File: config.mk
export PLATFORM = sky130hd
export DESIGN_NAME = adc_trig_seq
export DESIGN_NICKNAME = d
export VERILOG_FILES = /design/src/rtl/adc_trig_seq.sv
export SDC_FILE = /design/constraint.sdc
export NUM_CORES = 1
export LEC_CHECK = 0
export CORE_MARGIN = 2
export CORE_UTILIZATION = 45
export DETAILED_ROUTE_END_ITERATION = 7
export PLACE_DENSITY = 0.82
export SLEW_MARGIN = 20
export SYNTH_ARGS = -nofsm -noshare
export SYNTH_HDL_FRONTEND = slang
export SYNTH_SLANG_ARGS = --single-unit
File: constraint.sdc
create_clock -name clk -period 7 [get_ports clk]
set_input_delay 2.1 -clock clk [delete_from_list [all_inputs] [get_ports clk]]
set_output_delay 2.1 -clock clk [all_outputs]
set_load 0.005 [all_outputs]
File: src/rtl/adc_trig_seq.sv
module adc_trig_seq #(
  parameter int DW        = 10,
  parameter int CONV_BASE = 8
) (
  input  logic          clk,
  input  logic          rst_n,
  input  logic          reg_we,
  input  logic [1:0]    reg_addr,
  input  logic [3:0]    reg_wdata,
  input  logic          trig_in,
  input  logic [DW-1:0] conv_data,
  output logic          conv_start,
  output logic [1:0]    conv_chan,
  output logic          busy,
  output logic          eoc_irq,
  output logic [DW-1:0] res0,
  output logic [DW-1:0] res1,
  output logic [DW-1:0] res2,
  output logic [DW-1:0] res3
);
  localparam int CW = $clog2(3*CONV_BASE+1);

  logic          en_q, scan_q;
  logic [1:0]    freq_q, edge_q, chsel_q, ch_q;
  logic [2:0]    sync_q;
  logic [CW-1:0] cnt_q, len;
  logic [DW-1:0] res_q [4];

  wire rise     = sync_q[1] & ~sync_q[2];
  wire fall     = ~sync_q[1] & sync_q[2];
  wire trig_ok  = (rise & edge_q[0]) | (fall & edge_q[1]);
  wire cfg_hit  = reg_we && (reg_addr != 2'd3);
  wire last_ch  = !scan_q || (ch_q == chsel_q);

  always_comb begin
    case (freq_q)
      2'd0:    len = CW'(CONV_BASE - 1);
      2'd1:    len = CW'(CONV_BASE + CONV_BASE/2 - 1);
      2'd2:    len = CW'(2*CONV_BASE - 1);
      default: len = CW'(3*CONV_BASE - 1);
    endcase
  end

  always_ff @(posedge clk) begin
    if (!rst_n) sync_q <= '0;
    else        sync_q <= {sync_q[1:0], trig_in};
  end

  always_ff @(posedge clk) begin
    if (!rst_n) begin
      en_q <= 1'b0; scan_q <= 1'b0; freq_q <= 2'd0;
      edge_q <= 2'b01; chsel_q <= 2'd0;
    end else if (cfg_hit) begin
      case (reg_addr)
        2'd0:    {freq_q, scan_q, en_q} <= reg_wdata;
        2'd1:    edge_q  <= reg_wdata[1:0];
        default: chsel_q <= reg_wdata[1:0];
      endcase
    end
  end

  always_ff @(posedge clk) begin
    if (!rst_n) begin
      busy <= 1'b0; cnt_q <= '0; ch_q <= 2'd0;
      conv_start <= 1'b0; eoc_irq <= 1'b0;
      for (int i = 0; i < 4; i++) res_q[i] <= '0;
    end else begin
      conv_start <= 1'b0;
      eoc_irq    <= 1'b0;
      if (cfg_hit || !en_q) begin
        busy <= 1'b0;
      end else if (trig_ok) begin
        busy       <= 1'b1;
        cnt_q      <= len;
        ch_q       <= scan_q ? 2'd0 : chsel_q;
        conv_start <= 1'b1;
      end else if (busy) begin
        if (cnt_q != '0) begin
          cnt_q <= cnt_q - 1'b1;
        end else begin
          res_q[ch_q] <= conv_data;
          if (last_ch) begin
            busy    <= 1'b0;
            eoc_irq <= 1'b1;
          end else begin
            ch_q       <= ch_q + 2'd1;
            cnt_q      <= len;
            conv_start <= 1'b1;
          end
        end
      end
    end
  end

  assign conv_chan = ch_q;
  assign res0 = res_q[0];
  assign res1 = res_q[1];
  assign res2 = res_q[2];
  assign res3 = res_q[3];
endmodule


# Word level (Yosys, flattened, before mapping)
# Memory sizes are Yosys's and may differ from the RTL's.
# Cells that the tools add are included.
word_totals:
  register_bits: 21
  ram_bits: 40
  input_bits: 20
  out_inout_bits: 45
  word_cells: 79
  n_memories: 1
mem_list:
  columns: ["name", "words", "width", "rd", "rd_ports_with_merged_regs", "wr", "line_no", "text"]
  rows:
  - ["res_q", 4, 10, 4, 0, 4, "27", "logic [DW-1:0] res_q [4];"]
op_classes:
  addsub: 2
  n_eq_ne: 8
  muxes: 28
  n_bitwise: 11
  reduce_logical: 18
ops:
  columns: ["cell", "count"]
  rows:
  - ["two-way mux 5 bit", 4]
  - ["two-way mux 1 bit", 16]
  - ["case mux 5 bit (3 select lines)", 1]
  - ["two-way mux 2 bit", 6]
  - ["two-way mux 10 bit", 1]
  - ["OR reduction 10 bit", 1]
  - ["inequality test 2 bit, second input constant", 3]
  - ["inverter 1 bit", 6]
  - ["AND reduction 2 bit", 3]
  - ["nonzero test 5 bit", 1]
  - ["OR reduction 5 bit", 1]
  - ["subtractor 5 x 1 -> 5 bit, second input constant", 1]
  - ["bitwise AND 1 bit", 4]
  - ["== test 2 x 1 -> 1 bit, second input constant", 2]
  - ["zero test 2 bit", 2]
  - ["AND reduction 4 bit", 1]
  - ["OR reduction 2 bit", 2]
  - ["inequality test 3 x 2 -> 1 bit, second input constant", 1]
  - ["AND reduction 3 bit", 1]
  - ["adder 2 x 1 -> 2 bit, second input constant", 1]
  - ["== test 2 bit", 1]
  - ["== test 2 bit, second input constant", 1]
  - ["zero test 1 bit", 2]
  - ["logical OR 1 bit", 2]
  - ["3 further kinds", 3]

# Longest topological paths before layout
# Gate-level depths: netlist of the first run.
depth:
  depth_word: 10
  depth_mapped: 8
  depth_no_buf: 7

# Least setup slack after synthesis of the first run
# No wires, ideal clock.
synth_path:
  path_kind: "input-to-reg"
  from: "input port reg_we"
  to: "memory res_q[2][0], enable pin"
  setup_ns: 0.391
  arrival_ns: 3.389
  t_required_ns: 6.609
  setup_slack_ns: 3.220
  cell_stages: 4
  n_path_buf: 0
  path_cell_list: "a21bo_2 > and2_1 > nand3_1 > o21ai_0"
synth_lines:
  columns: ["item", "line_no", "text"]
  rows:
  - ["start, declared", "7", "input logic reg_we,"]
  - ["end, declared", "27", null]

==> flow_summary.json, run 1 <==
{
  "drv_slew": 0,
  "insertion_delay_ns": 0.33,
  "cts_made_buffers": 9,
  "coreArea_sq_mm": 0.005540,
  "muxShareOfSynthArea_pct": 3.458,
  "clock_path_buffers": 2,
  "drcViolationCount": 0,
  "worstMarginPinSlew_ns": 0.8171,
  "power_density_mw_per_mm2": 212.6,
  "post-route-min-period_ns": 4.090,
  "netlist_area_sq_mm": 0.002605,
  "fill_cells": 441,
  "final_common_cell": "clkdlybuf4s50_1",
  "cap_violations": 0,
  "grt_pass1_wl_microns": 8404,
  "vias_per_cell": 5.082,
  "syn_area_per_cell_sq_um": 12.06,
  "period_share_pct": 58.43,
  "synth_xor_area_share_pct": 1.009,
  "drive_gt1_share_pct": 8.904,
  "timing.setup.tns_ns": 0,
  "die_h_microns": 80.09,
  "synth_top_family_by_area": "simple AND/OR/NAND/NOR gates",
  "critPathKind": "primary input to flop",
  "synth_nets": 240,
  "setup_ws_ns": 2.910,
  "grt-ovfl-total": 0,
  "cp.arrival_ns": 4.08,
  "synth_seq_cells": 61,
  "path_max_fanout": 17,
  "synth_cell_types": 40,
  "port_buffers": 64,
  "drt-initial-drc-count": 86,
  "postCtsResizedCells": 0,
  "critPathLaunchType": "primary input",
  "synth-edff-count": 40,
  "p_total_mw": 0.7468,
  "drt_pass1_iterations": 4,
  "seq_area_frac_synth_pct": 62.25,
  "grt_pass1_vias": 1756,
  "cts.sinks": 61,
  "reg2reg_slack_ns": 4.31,
  "hold_viol_final": 0,
  "gp_congestion": 0.8143,
  "boundaryPins": 65,
  "cp-end-kind": "flop",
  "final_cell_mix": "clkdlybuf4s50_1, and2_1, edfxtp_1",
  "fp.dieW_microns": 80.09,
  "synthCells": 216,
  "diodes": 0,
  "async_flop_share_pct": 0,
  "synthAdderAreaFrac_pct": 1.921,
  "skew_ns": 0.009865,
  "irDropWorstVdd_mv": 0.1262,
  "post_cts_buffers": 0,
  "holdCritPathClass": "flop to flop",
  "dp_slack_ns": 2.565,
  "critical_path_required_ns": 6.99,
  "gr-usage-all-layers_pct": 17.53,
  "htreeDepth": 3,
  "dieArea_sq_mm": 0.006414,
  "grt_use_met2_pct": 29.42,
  "synth_simple_gate_area_share_pct": 22.00,
  "hpwl_microns": 3860,
  "ant_nets": 0,
  "met3_usage_pct": 3.596,
  "power.leakage_nw": 1.314,
  "cts_tree": "done",
  "grt_antenna_before_repair": 0,
  "fp-row-count": 27,
  "grt_max_degree": 18,
  "met1_usage_pct": 21.61,
  "start_util_pct": 47.02,
  "via_count": 1850,
  "post_drt_wl_per_cell_microns": 14.48,
  "max_slew_margin_pct": 45.41,
  "status": "finished clean",
  "ys.flop_type": "edfxtp_1",
  "clockRootBuffer": "clkbuf_8",
  "synth_compound_area_share_pct": 7.109,
  "cts.reportedPaths.clkPinSlew_ns": 0.07,
  "synth_warnings": 0,
  "busiest_layer": "met2",
  "max_freq_mhz": 244.5,
  "nets": 311,
  "synthToLayoutAreaGrowth_pct": 34.87,
  "totalWireLength_microns": 5270,
  "finalSetupViolCount": 0,
  "rsz0062_at_grt": "false",
  "holdBufCountCts": 0
}
[layer usage]
| layer | vias to the layer above | wire, microns |
|---|---|---|
| li1 | 904 | - |
| met1 | 858 | 2316 |
| met2 | 78 | 2502 |
| met3 | 10 | 324 |
| met4 | 0 | 126 |
| met5 | - | 0 |
[report_power, final]
part	switching, mW	total (mW)	internal, mW
Combinational	0.0224	0.0509	0.0285
Sequential	0.00393	0.396	0.392
Clock	0.136	0.300	0.164
[worst paths after layout]
check                              from  cells past startpoint                         to
setup reg to reg  cnt_q[0]$_SDFFE_PN0P_                      7  res_q[1][8]$_SDFFCE_PN0P_
hold / removal     sync_q[0]$_SDFF_PN0_                      1       sync_q[1]$_SDFF_PN0_
hold reg to reg    sync_q[0]$_SDFF_PN0_                      1       sync_q[1]$_SDFF_PN0_
setup / recovery                  rst_n                      4  res_q[1][8]$_SDFFCE_PN0P_
[cell type report]
| cell class | count | area (sq um) | share of cell area (%) |
|---|---|---|---|
| well taps | 72 | 90.09 | 2.564 |
| clock buffers | 10 | 127.6 | 3.632 |
| inverters | 8 | 30.03 | 0.8547 |
| multi-input cells | 141 | 924.6 | 26.32 |
| flip-flops and latches | 61 | 1622 | 46.15 |
| clock inverters | 6 | 63.81 | 1.816 |
| repair buffers | 66 | 655.6 | 18.66 |
[Yosys cell counts, types with 2 or more instances]
library cell	count	share of area (%)
and2_1	46	11
edfxtp_1	40	46
dfxtp_1	21	16
nor2_1	15	2.2
nand2_1	11	1.6
a21oi_1	10	1.9
mux2i_1	9	3.5
inv_1	7	1.0
a31oi_1	5	1.2
nand3_1	5	0.96
ha_1	4	1.9
nand3b_1	4	1.2
o21ai_0	4	0.77
clkbuf_1	3	0.43
nand2b_1	3	0.72
nor2_2	2	0.48
nor3_1	2	0.38
o21a_1	2	0.58
xor2_1	2	0.67
[logic make-up (layout without fill, tap and decap cells)]
group | count (synthesis) | in the layout
DFF | 61 | 61
adders and majority gates | 4 | 4
xor gates and xnor gates | 3 | 3
muxes | 9 | 9
buffers and inverters | 14 | 90
and+or+nand+nor | 96 | 96
AOI/OAI and AO/OA | 29 | 29
[worst max-delay path, stage by stage]
cell and delay, ns:
clkdlybuf4s50_1 0.87, nand4_4 0.20, nor3b_2 0.45, nand2b_1 0.44
[per-stage QoR]
step | instance area (sq um) | cells | hold slack (ns) | util (%)
6_report | 3513 | 364 | 0.4399 | 63.41
5_1_grt | 3513 | 364 | 0.4727 | 63.41
4_1_cts | 3513 | 364 | 0.4391 | 63.41
3_5_place_dp | 3322 | 348 | 0.4229 | 59.96
3_3_place_gp | 3322 | 348 | 0.4164 | 59.96
2_1_floorplan | 2605 | 216 | 0.4119 | -
[state kept, by name (all words and copies together), names as in the netlist]
signal and flops:
busy 1, chsel_q 2, cnt_q 5, conv_chan 2, conv_start 1, edge_q 2
en_q 1, eoc_irq 1, freq_q 2, res_q 40, scan_q 1, sync_q 3
Note: power is estimated with default switching activity, not from simulation.
==> run 2, diff against run 1 <==
- clock period: 7 -> 4.1 ns (I/O delays scaled with it)
==> flow_summary.json, run 2 (synthesis gave the netlist of run 1 again) <==
{
  "status": "finished clean",
  "drt-met1-wl_microns": 2184,
  "worstMarginPinSlew_ns": 0.8372,
  "cts.sinks": 61,
  "cts_made_buffers": 9,
  "insertion_delay_ns": 0.33,
  "grt_pass1_wl_microns": 8500,
  "max_freq_mhz": 314.5,
  "rsz0062_at_grt": "false",
  "clockRootBuffer": "clkbuf_8",
  "totalWireLength_microns": 5366,
  "post_cts_buffers": 0,
  "cts.reportedPaths.clkPinSlew_ns": 0.07,
  "cp.arrival_ns": 3.16,
  "irDropWorstVdd_mv": 0.2028,
  "postCtsResizedCells": 0,
  "holdBufCountCts": 0,
  "gr-usage-all-layers_pct": 17.95,
  "power_density_mw_per_mm2": 376.8,
  "final_core_util_pct": 63.98,
  "vias_per_cell": 5.151,
  "final_common_cell": "clkdlybuf4s50_1",
  "critPathKind": "primary input to flop",
  "skew_ns": 0.01027,
  "cts_tree": "done",
  "boundaryPins": 65,
  "wl_met3_microns": 358,
  "dieArea_sq_mm": 0.006414,
  "drt-initial-drc-count": 101,
  "period_share_pct": 77.56,
  "drive_gt1_share_pct": 9.215,
  "critical_path_required_ns": 4.08,
  "power.leakage_nw": 1.337,
  "path_depth": 6,
  "cp-end-kind": "flop",
  "cp.buffers_inverters": 1,
  "drcViolationCount": 0,
  "synthToLayoutAreaGrowth_pct": 36.07,
  "reg_top3": "res_q: 40 flops, cnt_q: 5 flops, sync_q: 3 flops",
  "reg2reg_depth": 7,
  "ant_nets": 0,
  "path_max_fanout": 11,
  "hpwl_microns": 3903,
  "final_cell_mix": "clkdlybuf4s50_1, and2_1, edfxtp_1",
  "grt_antenna_before_repair": 0,
  "largest_reg_flops": 40,
  "cpPeakStageDelay_ns": 0.52,
  "drv_slew": 0,
  "critPathLaunchType": "primary input",
  "max_slew_margin_pct": 44.07,
  "clock_path_buffers": 2,
  "hold_viol_final": 0,
  "die_h_microns": 80.09,
  "rr_endpoint": "res_q[0][6]$_SDFFCE_PN0P_",
  "cp_top_family": "simple AND/OR/NAND/NOR gates",
  "startpoint": "reg_addr[0]",
  "top_register": "res_q",
  "nets": 312,
  "timing.setup.tns_ns": 0,
  "fill_cells": 446,
  "grt_pass1_vias": 1841,
  "finalSetupViolCount": 0,
  "start_util_pct": 47.02,
  "coreArea_sq_mm": 0.005540,
  "gp_congestion": 0.8548,
  "crit_path_end": "res_q[0][6]$_SDFFCE_PN0P_",
  "regToRegStartpoint": "cnt_q[0]$_SDFFE_PN0P_",
  "fp-row-count": 27,
  "maxUsedRoutingLayer": "met4",
  "htreeDepth": 3,
  "fp.dieW_microns": 80.09,
  "crit_slowest_cell": "clkdlybuf4s50_1",
  "post-route-min-period_ns": 3.180,
  "grt-ovfl-total": 0,
  "holdCritPathClass": "flop to flop",
  "grt_max_degree": 17,
  "post_drt_wl_per_cell_microns": 14.70,
  "reg2reg_slack_ns": 1.43,
  "diodes": 0,
  "crit_chain": "clkdlybuf4s50_1, a21bo_2, and2_1, nand4_4, nor3_2, nand2b_1",
  "port_buffers": 64,
  "holdCritStartpoint": "sync_q[0]$_SDFF_PN0_",
  "cap_violations": 0,
  "drt_pass1_iterations": 4,
  "wl_met2_microns": 2699,
  "via_count": 1880
}
==> run 2: cell types whose count changed in the layout (fill, tap and decap cells not counted) <==
cell	delta
buf_4	+1
clkinvlp_4	-2
clkinv_4	+1
bufinv_16	+1
==> run 2: through the flow <==
| stage | area (sq um) | std cells | worst slack [ns] | total power, mW | hold WS (ns) |
|---|---|---|---|---|---|
| floorplan | 2605 | 216 | 1.190 | 0.7169 | 0.4119 |
| global placement | 3329 | 349 | 0.7110 | 0.7759 | 0.4146 |
| detailed placement | 3329 | 349 | 0.6053 | 0.7778 | 0.4259 |
| CTS | 3545 | 365 | 0.9143 | 1.345 | 0.4416 |
| global route | 3545 | 365 | 0.7692 | 1.381 | 0.4614 |
| finish | 3545 | 365 | 0.9201 | 1.336 | 0.4411 |
==> run 2: power breakdown <==
part           internal (mW)  switching [mW]  leakage [nW]  total, mW
Combinational         0.0493          0.0383         0.643     0.0876
Sequential             0.670         0.00689         0.584      0.677
Clock                  0.342           0.229         0.110      0.571
==> run 2: metal layers <==
layer  vias to the layer above  global-route usage [%]
met5                         -                       0
met4                         0                   8.983
met3                        15                   5.730
met2                        76                   31.17
met1                       882                   19.65
li1                        907                       -
==> run 2: worst min-delay path by stage <==
stage / endpoint / slack (ns) / cells past startpoint
CTS: sync_q[1]$_SDFF_PN0_ / 0.44 / 1
floorplan: sync_q[1]$_SDFF_PN0_ / 0.41 / 1
detailed placement: sync_q[1]$_SDFF_PN0_ / 0.43 / 1
finish: sync_q[1]$_SDFF_PN0_ / 0.44 / 1
global route: sync_q[1]$_SDFF_PN0_ / 0.46 / 1
global placement: sync_q[1]$_SDFF_PN0_ / 0.41 / 1
==> run 2: final cells by class <==
type | count | area [sq um] | area share, %
inverter | 8 | 30.03 | 0.8472
clock inverter | 6 | 87.58 | 2.471
multi-input combinational | 141 | 924.6 | 26.09
clock buffer | 10 | 127.6 | 3.600
timing repair buffer | 67 | 663.1 | 18.71
tap | 72 | 90.09 | 2.541
sequential | 61 | 1622 | 45.75
==> run 3, diff against run 2 <==
- CORE_UTILIZATION: 45 -> 44
- PLACE_DENSITY: 0.82 -> 0.84
- clock period: 4.1 -> 2.8 ns (I/O delays scaled with it)
==> flow_summary.json, run 3 (synthesis gave the netlist of run 1 again) <==
{
  "insertion_delay_ns": 0.33,
  "rr_endpoint": "res_q[1][9]$_SDFFCE_PN0P_",
  "fp.dieW_microns": 80.95,
  "drv_slew": 0,
  "rsz0062_at_grt": "false",
  "critPathLaunchType": "primary input",
  "cts_made_buffers": 9,
  "hpwl_microns": 4085,
  "nets": 318,
  "cts.sinks": 61,
  "hold-path-endpoint": "sync_q[1]$_SDFF_PN0_",
  "cp-end-kind": "flop",
  "coreArea_sq_mm": 0.005816,
  "grt_max_degree": 17,
  "holdCritPathClass": "flop to flop",
  "regToRegStartpoint": "cnt_q[0]$_SDFFE_PN0P_",
  "diodes": 0,
  "post-route-min-period_ns": 2.333,
  "sw_frac_of_total_pct": 20.88,
  "stdcell_count": 373,
  "cts.reportedPaths.clkPinSlew_ns": 0.06,
  "grt-ovfl-total": 0,
  "final_cell_mix": "clkdlybuf4s50_1, and2_1, edfxtp_1",
  "critical_path_required_ns": 2.85,
  "post_cts_buffers": 0,
  "power_density_mw_per_mm2": 514.9,
  "power_frac_clock_pct": 38.7,
  "fin_area_sq_mm": 0.003570,
  "status": "finished clean",
  "cp.arrival_ns": 2.38,
  "largest_reg_flops": 40,
  "hold_viol_final": 0,
  "boundaryPins": 65,
  "reg2reg_slack_ns": 0.56,
  "max_slew_margin_pct": 71.87,
  "final_common_cell": "clkdlybuf4s50_1",
  "drt_pass1_iterations": 4,
  "hold-path-cell-count": 1,
  "dp_cells": 358,
  "power.leakage_nw": 1.352,
  "via_count": 1853,
  "critPathKind": "primary input to flop",
  "pwr-share-comb_pct": 7.4,
  "clock_path_buffers": 2,
  "worstMarginPinSlew_ns": 0.4175,
  "grt_antenna_before_repair": 0,
  "skew_ns": 0.006410,
  "cap_violations": 0,
  "synthToLayoutAreaGrowth_pct": 37.03,
  "ant_nets": 0,
  "max_freq_mhz": 428.7,
  "post_drt_wl_per_cell_microns": 14.55,
  "drive_gt1_share_pct": 10.40,
  "reg2reg_depth": 8,
  "fp-row-count": 28,
  "timing.setup.tns_ns": 0,
  "totalWireLength_microns": 5428,
  "vias_per_cell": 4.968,
  "finalSetupViolCount": 0,
  "path_max_fanout": 10,
  "clockRootBuffer": "clkbuf_8",
  "die_h_microns": 80.95,
  "grt_pass1_wl_microns": 8687,
  "gp_congestion": 0.8419,
  "final_core_util_pct": 61.38,
  "power_frac_seq_pct": 53.9,
  "holdCritStartpoint": "sync_q[0]$_SDFF_PN0_",
  "holdBufCountCts": 0,
  "start_util_pct": 44.79,
  "htreeDepth": 3,
  "port_buffers": 64,
  "top_register": "res_q",
  "drt-initial-drc-count": 132,
  "gr-usage-all-layers_pct": 18.13,
  "drcViolationCount": 0,
  "period_share_pct": 83.31,
  "postCtsResizedCells": 0,
  "irDropWorstVdd_mv": 0.3332,
  "cts_tree": "done",
  "dieArea_sq_mm": 0.006552,
  "internal_power_mw": 1.454,
  "post_dp_cell_area_sq_mm": 0.003391,
  "switchingPower_mw": 0.3839,
  "reg_top3": "res_q: 40 flops, cnt_q: 5 flops, sync_q: 3 flops",
  "grt_pass1_vias": 1783
}
-- run 3: critical path, stage by stage --
cell             delay, ns
clkdlybuf4s50_1       0.51
a21bo_2               0.16
and2_1                0.21
nand4_4               0.15
nor3b_2               0.20
nand2b_1              0.17
buf_12                0.14
-- run 3: per-stage QoR --
stage | worst slack [ns] | hold slack (ns) | total power, mW
final | 0.4673 | 0.4348 | 1.838
after global routing | 0.3564 | 0.4421 | 1.896
after CTS | 0.4670 | 0.4368 | 1.847
after detailed placement | 0.1172 | 0.4223 | 1.147
after global placement | 0.1464 | 0.4151 | 1.142
after floorplan | 0.2801 | 0.4119 | 1.050
-- run 3: power groups by stage --
stage	clock, mW	combinational, mW	sequential, mW
3_5_place_dp	0	0.136	1.01
5_1_grt	0.757	0.147	0.993
6_report	0.712	0.135	0.991
3_3_place_gp	0	0.133	1.01
4_1_cts	0.719	0.137	0.991
2_1_floorplan	0	0.0381	1.01
-- run 3: worst max path at each step --
stage | startpoint | end | slack [ns]
final | reg_addr[1] | res_q[1][9]$_SDFFCE_PN0P_ | 0.47
after global routing | reg_addr[1] | res_q[1][9]$_SDFFCE_PN0P_ | 0.36
after CTS | reg_addr[1] | res_q[1][3]$_SDFFCE_PN0P_ | 0.47
after detailed placement | reg_addr[1] | res_q[1][2]$_SDFFCE_PN0P_ | 0.12
after global placement | reg_addr[1] | res_q[1][2]$_SDFFCE_PN0P_ | 0.15
after floorplan | reg_we | res_q[2][0]$_SDFFCE_PN0P_ | 0.28
-- run 3: metal layers --
metal	track usage (%)	share of wire [%]	wire, microns
met3	5.111	6.9	377
met1	20.34	39	2130
met5	0	0	0
met4	7.627	1.7	90
met2	32.23	52	2829
-- run 3: area by class of cell --
class / instances / area [sq um]
Multi-Input combinational cell: 141 / 924.6
Sequential cell: 61 / 1622
Clock buffer: 9 / 123.9
Inverter: 8 / 30.03
Tap cell: 75 / 93.84
Fill cell: 469 / 2246
Clock inverter: 6 / 55.05
Timing Repair Buffer: 73 / 720.7
